`config.mk`:
```
export PLATFORM = sky130hd
export DESIGN_NAME = page_prot_check
export DESIGN_NICKNAME = d
export VERILOG_FILES = /design/src/rtl/page_prot_check.sv
export SDC_FILE = /design/constraint.sdc
export NUM_CORES = 1
export LEC_CHECK = 0
export BUFFER_PORTS_ARGS = -buffer_cell sky130_fd_sc_hd__buf_2
export CAP_MARGIN = 30
export CORE_AREA = 2 2 39 41
export DETAILED_ROUTE_END_ITERATION = 8
export DIE_AREA = 0 0 41 43
export PLACE_DENSITY = 0.45
export SLEW_MARGIN = 20
export SYNTH_ARGS = -nofsm -noshare
export SYNTH_HDL_FRONTEND = slang
export SYNTH_SLANG_ARGS = --single-unit
```
`constraint.sdc`:
```
create_clock -name vclk -period 0.8
set_input_delay 0.12 -clock vclk [all_inputs]
set_output_delay 0.12 -clock vclk [all_outputs]
set_load 0.01 [all_outputs]
```
`src/rtl/page_prot_check.sv`:
```
module page_prot_check #(
  parameter bit USE_TABLE = 1'b1,
  parameter int CODE_W    = 3
) (
  input  logic              dir_present,
  input  logic              dir_us,
  input  logic              dir_rw,
  input  logic              tbl_present,
  input  logic              tbl_us,
  input  logic              tbl_rw,
  input  logic              large_page,
  input  logic              acc_user,
  input  logic [1:0]        acc_op,
  input  logic              wp_en,
  input  logic              legacy_mode,
  output logic              allow,
  output logic              comb_us,
  output logic              comb_rw,
  output logic [CODE_W-1:0] fault_code
);

  localparam int IDX_W = 5;
  localparam int TBL_N = 1 << IDX_W;

  function automatic logic [TBL_N-1:0] build_tbl();
    logic [TBL_N-1:0] t;
    for (int i = 0; i < TBL_N; i++) begin
      logic wp, u, cu, cw, w;
      {wp, u, cu, cw, w} = IDX_W'(i);
      if (wp)
        t[i] = !(u && !cu) && !(w && !cw);
      else
        t[i] = !u || (cu && !(w && !cw));
    end
    return t;
  endfunction

  localparam logic [TBL_N-1:0] PRIV_TBL = build_tbl();

  logic is_write, eff_wp, present, priv_ok;
  logic [IDX_W-1:0] idx;

  assign is_write = |acc_op;
  assign eff_wp   = wp_en & ~legacy_mode;
  assign present  = dir_present & (large_page | tbl_present);

  assign comb_us = large_page  ? dir_us :
                   legacy_mode ? (dir_us | tbl_us) : (dir_us & tbl_us);
  assign comb_rw = large_page  ? dir_rw : (dir_rw & tbl_rw);

  assign idx = {eff_wp, acc_user, comb_us, comb_rw, is_write};

  generate
    if (USE_TABLE) begin : g_table
      assign priv_ok = PRIV_TBL[idx];
    end else begin : g_logic
      assign priv_ok = eff_wp ? (~(acc_user & ~comb_us) & ~(is_write & ~comb_rw))
                              : (~acc_user | (comb_us & ~(is_write & ~comb_rw)));
    end
  endgenerate

  assign allow      = present & priv_ok;
  assign fault_code = CODE_W'({acc_user, is_write, present});

  always_comb begin
    if (present && !acc_user && !(wp_en && !legacy_mode))
      a_r5_sup_free: assert (allow);
    if (acc_user && !comb_us)
      a_r4_user_sup_page: assert (!allow);
    if (wp_en && !legacy_mode && (acc_op != 2'b00) && !comb_rw)
      a_r4_wp_ro_write: assert (!allow);
    if (!dir_present)
      a_r8_absent: assert (!allow && !fault_code[0]);
    if (large_page)
      a_r3_large_dir: assert (comb_us == dir_us && comb_rw == dir_rw);
    if (legacy_mode && !large_page && (dir_us || tbl_us))
      a_r2_legacy_or: assert (comb_us);
  end

endmodule

```
==> results of run 1 <==
## kinds of logic after synthesis
group | share of synthesized area
buffers and inverters | 0.239
AO/OA/AOI/OAI | 0.466
AND/OR/NAND/NOR | 0.295
## cells in the mapped netlist
cell type / instances
a21oi_1: 1
nor2b_4: 1
o21a_1: 2
buf_4: 3
nand2_1: 1
nor2b_1: 1
o21ai_0: 2
or2_4: 1
o21a_4: 1
a31oi_1: 1
inv_1: 1
## cell type report
class	instances	area, um2	area share
timing repair buffer	20	131	0.510
multi-input combinational	11	103	0.398
tap	16	20.0	0.0777
inverter	1	3.75	0.0146
## worst max-delay path, stage by stage
cell and delay (ps):
buf_6 90, or2_4 230, nor2b_4 130, a31oi_1 120, o21a_1 120, buf_2 120
## final timing paths
check                 startpoint       endpoint  cells past startpoint  slack [ps]
worst min-delay path    acc_user  fault_code[2]                      2         450
worst max-delay path   acc_op[0]          allow                      6        -250
## routing by layer
layer | vias to the layer above | GRT usage | share of wire
met4 | 0 | 0 | 0
met2 | 10 | 0.0750 | 0.50
li1 | 84 | - | -
met5 | - | 0 | 0
met3 | 0 | 0 | 0.15
met1 | 65 | 0.0443 | 0.35
## repair_timing
item | CTS | global route
endpoints found under the hold margin | 0 | 0
gates cloned | 0 | 0
setup buffers | 0 | 0
gates resized for setup | 8 | 6
endpoints found under the setup margin | 3 | 3
pin swaps | 4 | 4
## power groups by stage
| stage | clock (mW) | combinational, mW | sequential, mW |
|---|---|---|---|
| finish | 0 | 0.139 | 0 |
| global route | 0 | 0.151 | 0 |
| CTS | 0 | 0.130 | 0 |
| detailed placement | 0 | 0.114 | 0 |
| global placement | 0 | 0.113 | 0 |
| floorplan | 0 | 0.0616 | 0 |
## stage by stage
step           total power [mW]  hold WS [ps]  TNS [ps]
2_1_floorplan            0.0616           332     -98.1
3_3_place_gp              0.113           452      -409
3_5_place_dp              0.114           450      -425
4_1_cts                   0.130           450      -306
5_1_grt                   0.151           454      -356
6_report                  0.139           447      -256
==> impl_metrics.tcl, run 1 <==
set metrics [dict create \
    violations "setup timing" \
    io_buffers 18 \
    path_class "input pin to output pin" \
    cp_data_arrival_time_ps 930 \
    final_cell_mix "buf_2, buf_6, o21ai_2, nor2b_4, o21a_1" \
    finalSetupViolCount 2 \
    rsz0062_at_grt "true" \
    relSlewSlack 0.903 \
    tightestPinTransition_ps 146 \
    num_antenna_cells 0 \
    seqPwrFrac 0 \
    regArea_um2 0 \
    start_util 0.0796 \
    pwr-share-comb 1.000 \
    nets 46 \
    hold_buffers 0 \
    clkPwrFrac 0 \
    pin_count 18 \
    cp_data_required_time_ps 680 \
    hold_viol 0 \
    synth_top_area_share 0.205 \
    die_x_um 41 \
    p_sw_mw 0.0554 \
    drtIter0Drc 0 \
    wl_um 379 \
    drtAntennaViolNets 0 \
    yosys.area.top_type "buf_4" \
    startpoint_type "input pin" \
    antenna_found_initial 0 \
    intPower_mw 0.0835 \
    fp.dieH_um 43 \
    final_common_cell "buf_2" \
    critPathMaxFanout 2 \
    route.vias.total 159 \
    ys_seq_area_frac 0 \
    detail_route.first_pass.iterations 1 \
    place_ws_ps -310 \
    period_share 1.31 \
    synth_cells 15 \
    leakage_nw 0.135 \
    grt.overflow.total 0 \
    drv_cap 0 \
    core_um2 1380 \
    grt_max_degree 5 \
    grtUsageTotal 0.0380 \
    num_rows 14 \
    vias_per_cell 3.31 \
    post_drt_wl_per_cell_um 7.90 \
    synth.area.top_cells "buf_4, o21a_1, o21a_4" \
    synthesis.area_um2 110 \
    synth_fp_nets 27 \
    drive_gt1_frac 0.844 \
    grt_pass1_wl_um 489 \
    timing.fmax_mhz 954 \
    design.seq.count 0 \
    fin_crit_ps 1050 \
    switching_share 0.399 \
    avgSynthCellArea_um2 7.34 \
    finalWorstSetupSlack_ps -248 \
    ir_worst_vdd_mv 0.0786 \
    syn2layout_area_growth_pct 134 \
    dieArea_um2 1760 \
    powerDensity_nw_per_um2 539 \
    gp_congestion 0.550 \
    dp.cells 48 \
    utilization 0.186 \
    min_path_type "input pin to output pin" \
    final_cells 48 \
    dpl-instance-area_um2 213 \
    fillCellCount 162 \
    synth_warnings 0 \
    drv_slew 0 \
    design_area_um2 258 \
    status "finished with violations" \
    cp-end-kind "output pin" \
    synth_cell_type_count 11 \
    drc 0 \
    grt_pass1_vias 135 \
    clock_buffers 0 \
]
Power figures use the tool's default switching activity.
==> run 2, diff against run 1 <==
--- a/config.mk
+++ b/config.mk
@@ -11,6 +11,8 @@
 export DETAILED_ROUTE_END_ITERATION = 8
 export DIE_AREA = 0 0 41 43
 export PLACE_DENSITY = 0.45
+export REMOVE_ABC_BUFFERS = 1
+export SKIP_LAST_GASP = 1
 export SLEW_MARGIN = 20
 export SYNTH_ARGS = -nofsm -noshare
 export SYNTH_HDL_FRONTEND = slang
==> run 2 against run 1 <==
The run still ends with setup timing left. Hold slack gained 9.4 ps. Sequential share of layout area is the same. Worst setup slack lost 49 ps. Power shrank 7.9%. Design area shrank 7.8%. Critical path depth is the same. Combinational power shrank 8%. Maximum frequency shrank 4.4%. Global-route usage shrank 0.20 points. Critical endpoint unchanged.
==> impl_metrics.tcl, run 2 (same netlist as run 1, synthesis figures left out) <==
set metrics [dict create \
    cp_data_arrival_time_ps 980 \
    cp_slowest_stage_delay_ps 210 \
    hold_buffers 0 \
    cp_data_required_time_ps 680 \
    timing.fmax_mhz 912 \
    detail_route.first_pass.iterations 1 \
    drtAntennaViolNets 0 \
    nets 45 \
    num_antenna_cells 0 \
    startpoint_type "input pin" \
    design.seq.count 0 \
    io_buffers 18 \
    final_cell_mix "buf_2, buf_6, o21a_1" \
    violations "setup timing" \
    drc 0 \
    dp.cells 47 \
    dieArea_um2 1760 \
    critPathMostFrequentCell "buf_2" \
    powerDensity_nw_per_um2 538 \
    grt_max_degree 5 \
    drive_gt1_frac 0.806 \
    leakage_nw 0.122 \
    ir_worst_vdd_mv 0.148 \
    dpl-instance-area_um2 205 \
    relSlewSlack 0.799 \
    drv_cap 0 \
    grt_pass1_wl_um 462 \
    total_power_mw 0.128 \
    critPathMaxFanout 2 \
    route.met3.wl_um 77 \
    num_rows 14 \
    wl_met2_um 166 \
    finalWorstSetupSlack_ps -297 \
    path_class "input pin to output pin" \
    status "finished with violations" \
    top_layer_used "met3" \
    finalSetupViolCount 2 \
    cp-end-kind "output pin" \
    final_cells 47 \
    min_path_cells 2 \
    grt_pass1_vias 109 \
    start_util 0.0796 \
    design_area_um2 238 \
    vias_per_cell 3.60 \
    grt.overflow.total 0 \
    drv_slew 0 \
    crit_path_cell_trace "buf_2 -> o21a_4 -> nor2b_4 -> a31oi_2 -> o21a_1 -> buf_2" \
    period_share 1.37 \
    worstHoldEndpoint "fault_code[2]" \
    min_path_type "input pin to output pin" \
    fp.dieH_um 43 \
    slowest_stage "o21a_4" \
    final_common_cell "buf_2" \
    fin_crit_ps 1100 \
    route.vias.total 169 \
    rsz0062_at_grt "true" \
    met1_length_um 150 \
    syn2layout_area_growth_pct 116 \
    hold_viol 0 \
    die_x_um 41 \
    grtUsageTotal 0.0360 \
    tightestPinTransition_ps 298 \
    wl_um 393 \
    post_drt_wl_per_cell_um 8.36 \
    regArea_um2 0 \
    gp_congestion 0.545 \
    antenna_found_initial 0 \
    hold_start "acc_user" \
    pin_count 18 \
    place_ws_ps -337 \
    core_um2 1380 \
    clock_buffers 0 \
    utilization 0.172 \
    drtIter0Drc 0 \
]
## run 2: cell count changes in the layout (fill, tap and decap cells not counted), sizes merged
cell	before	now
buf	20	19
## run 2: worst max path at each step
stage               startpoint    end  slack, ps  cells past startpoint
global route            tbl_rw  allow       -360                      6
detailed placement   acc_op[1]  allow       -340                      6
CTS                  acc_op[0]  allow       -280                      6
finish                  tbl_rw  allow       -300                      6
global placement     acc_op[1]  allow       -340                      6
floorplan            acc_op[1]  allow       -140                      4
## run 2: worst max-delay path: cells and delay by family
kind / cells / cell delay (ps)
and+or+nand+nor: 1 / 140
AOI/OAI and AO/OA: 3 / 480
buffers and inverters: 2 / 230
## run 2: layer usage
layer,vias to the layer above,global-route usage
met2,15,0.0625
li1,82,-
met1,72,0.0443
met3,0,0.0105
met4,0,0
met5,-,0
## run 2: power by group
part	total (mW)	internal [mW]	switching [mW]
Clock	0	0	0
Combinational	0.128	0.0737	0.0543
Sequential	0	0	0
Total	0.128	0.0737	0.0543
## run 2: stage by stage
step | setup TNS, ps | hold slack (ps)
after floorplan | -138 | 240
after global placement | -460 | 446
after detailed placement | -436 | 444
after CTS | -297 | 445
after global routing | -439 | 474
final | -328 | 456
## run 2: cell type report
type	count	area, um2
fillers	161	1150
inverters	1	3.75
multi-input cells	11	97.6
well taps	16	20.0
repair buffers	19	116
## run 2: timing repair
item,CTS,global route
pin swaps,6,1
setup endpoints to repair,3,2
setup buffers,0,0
gates resized for setup,5,3
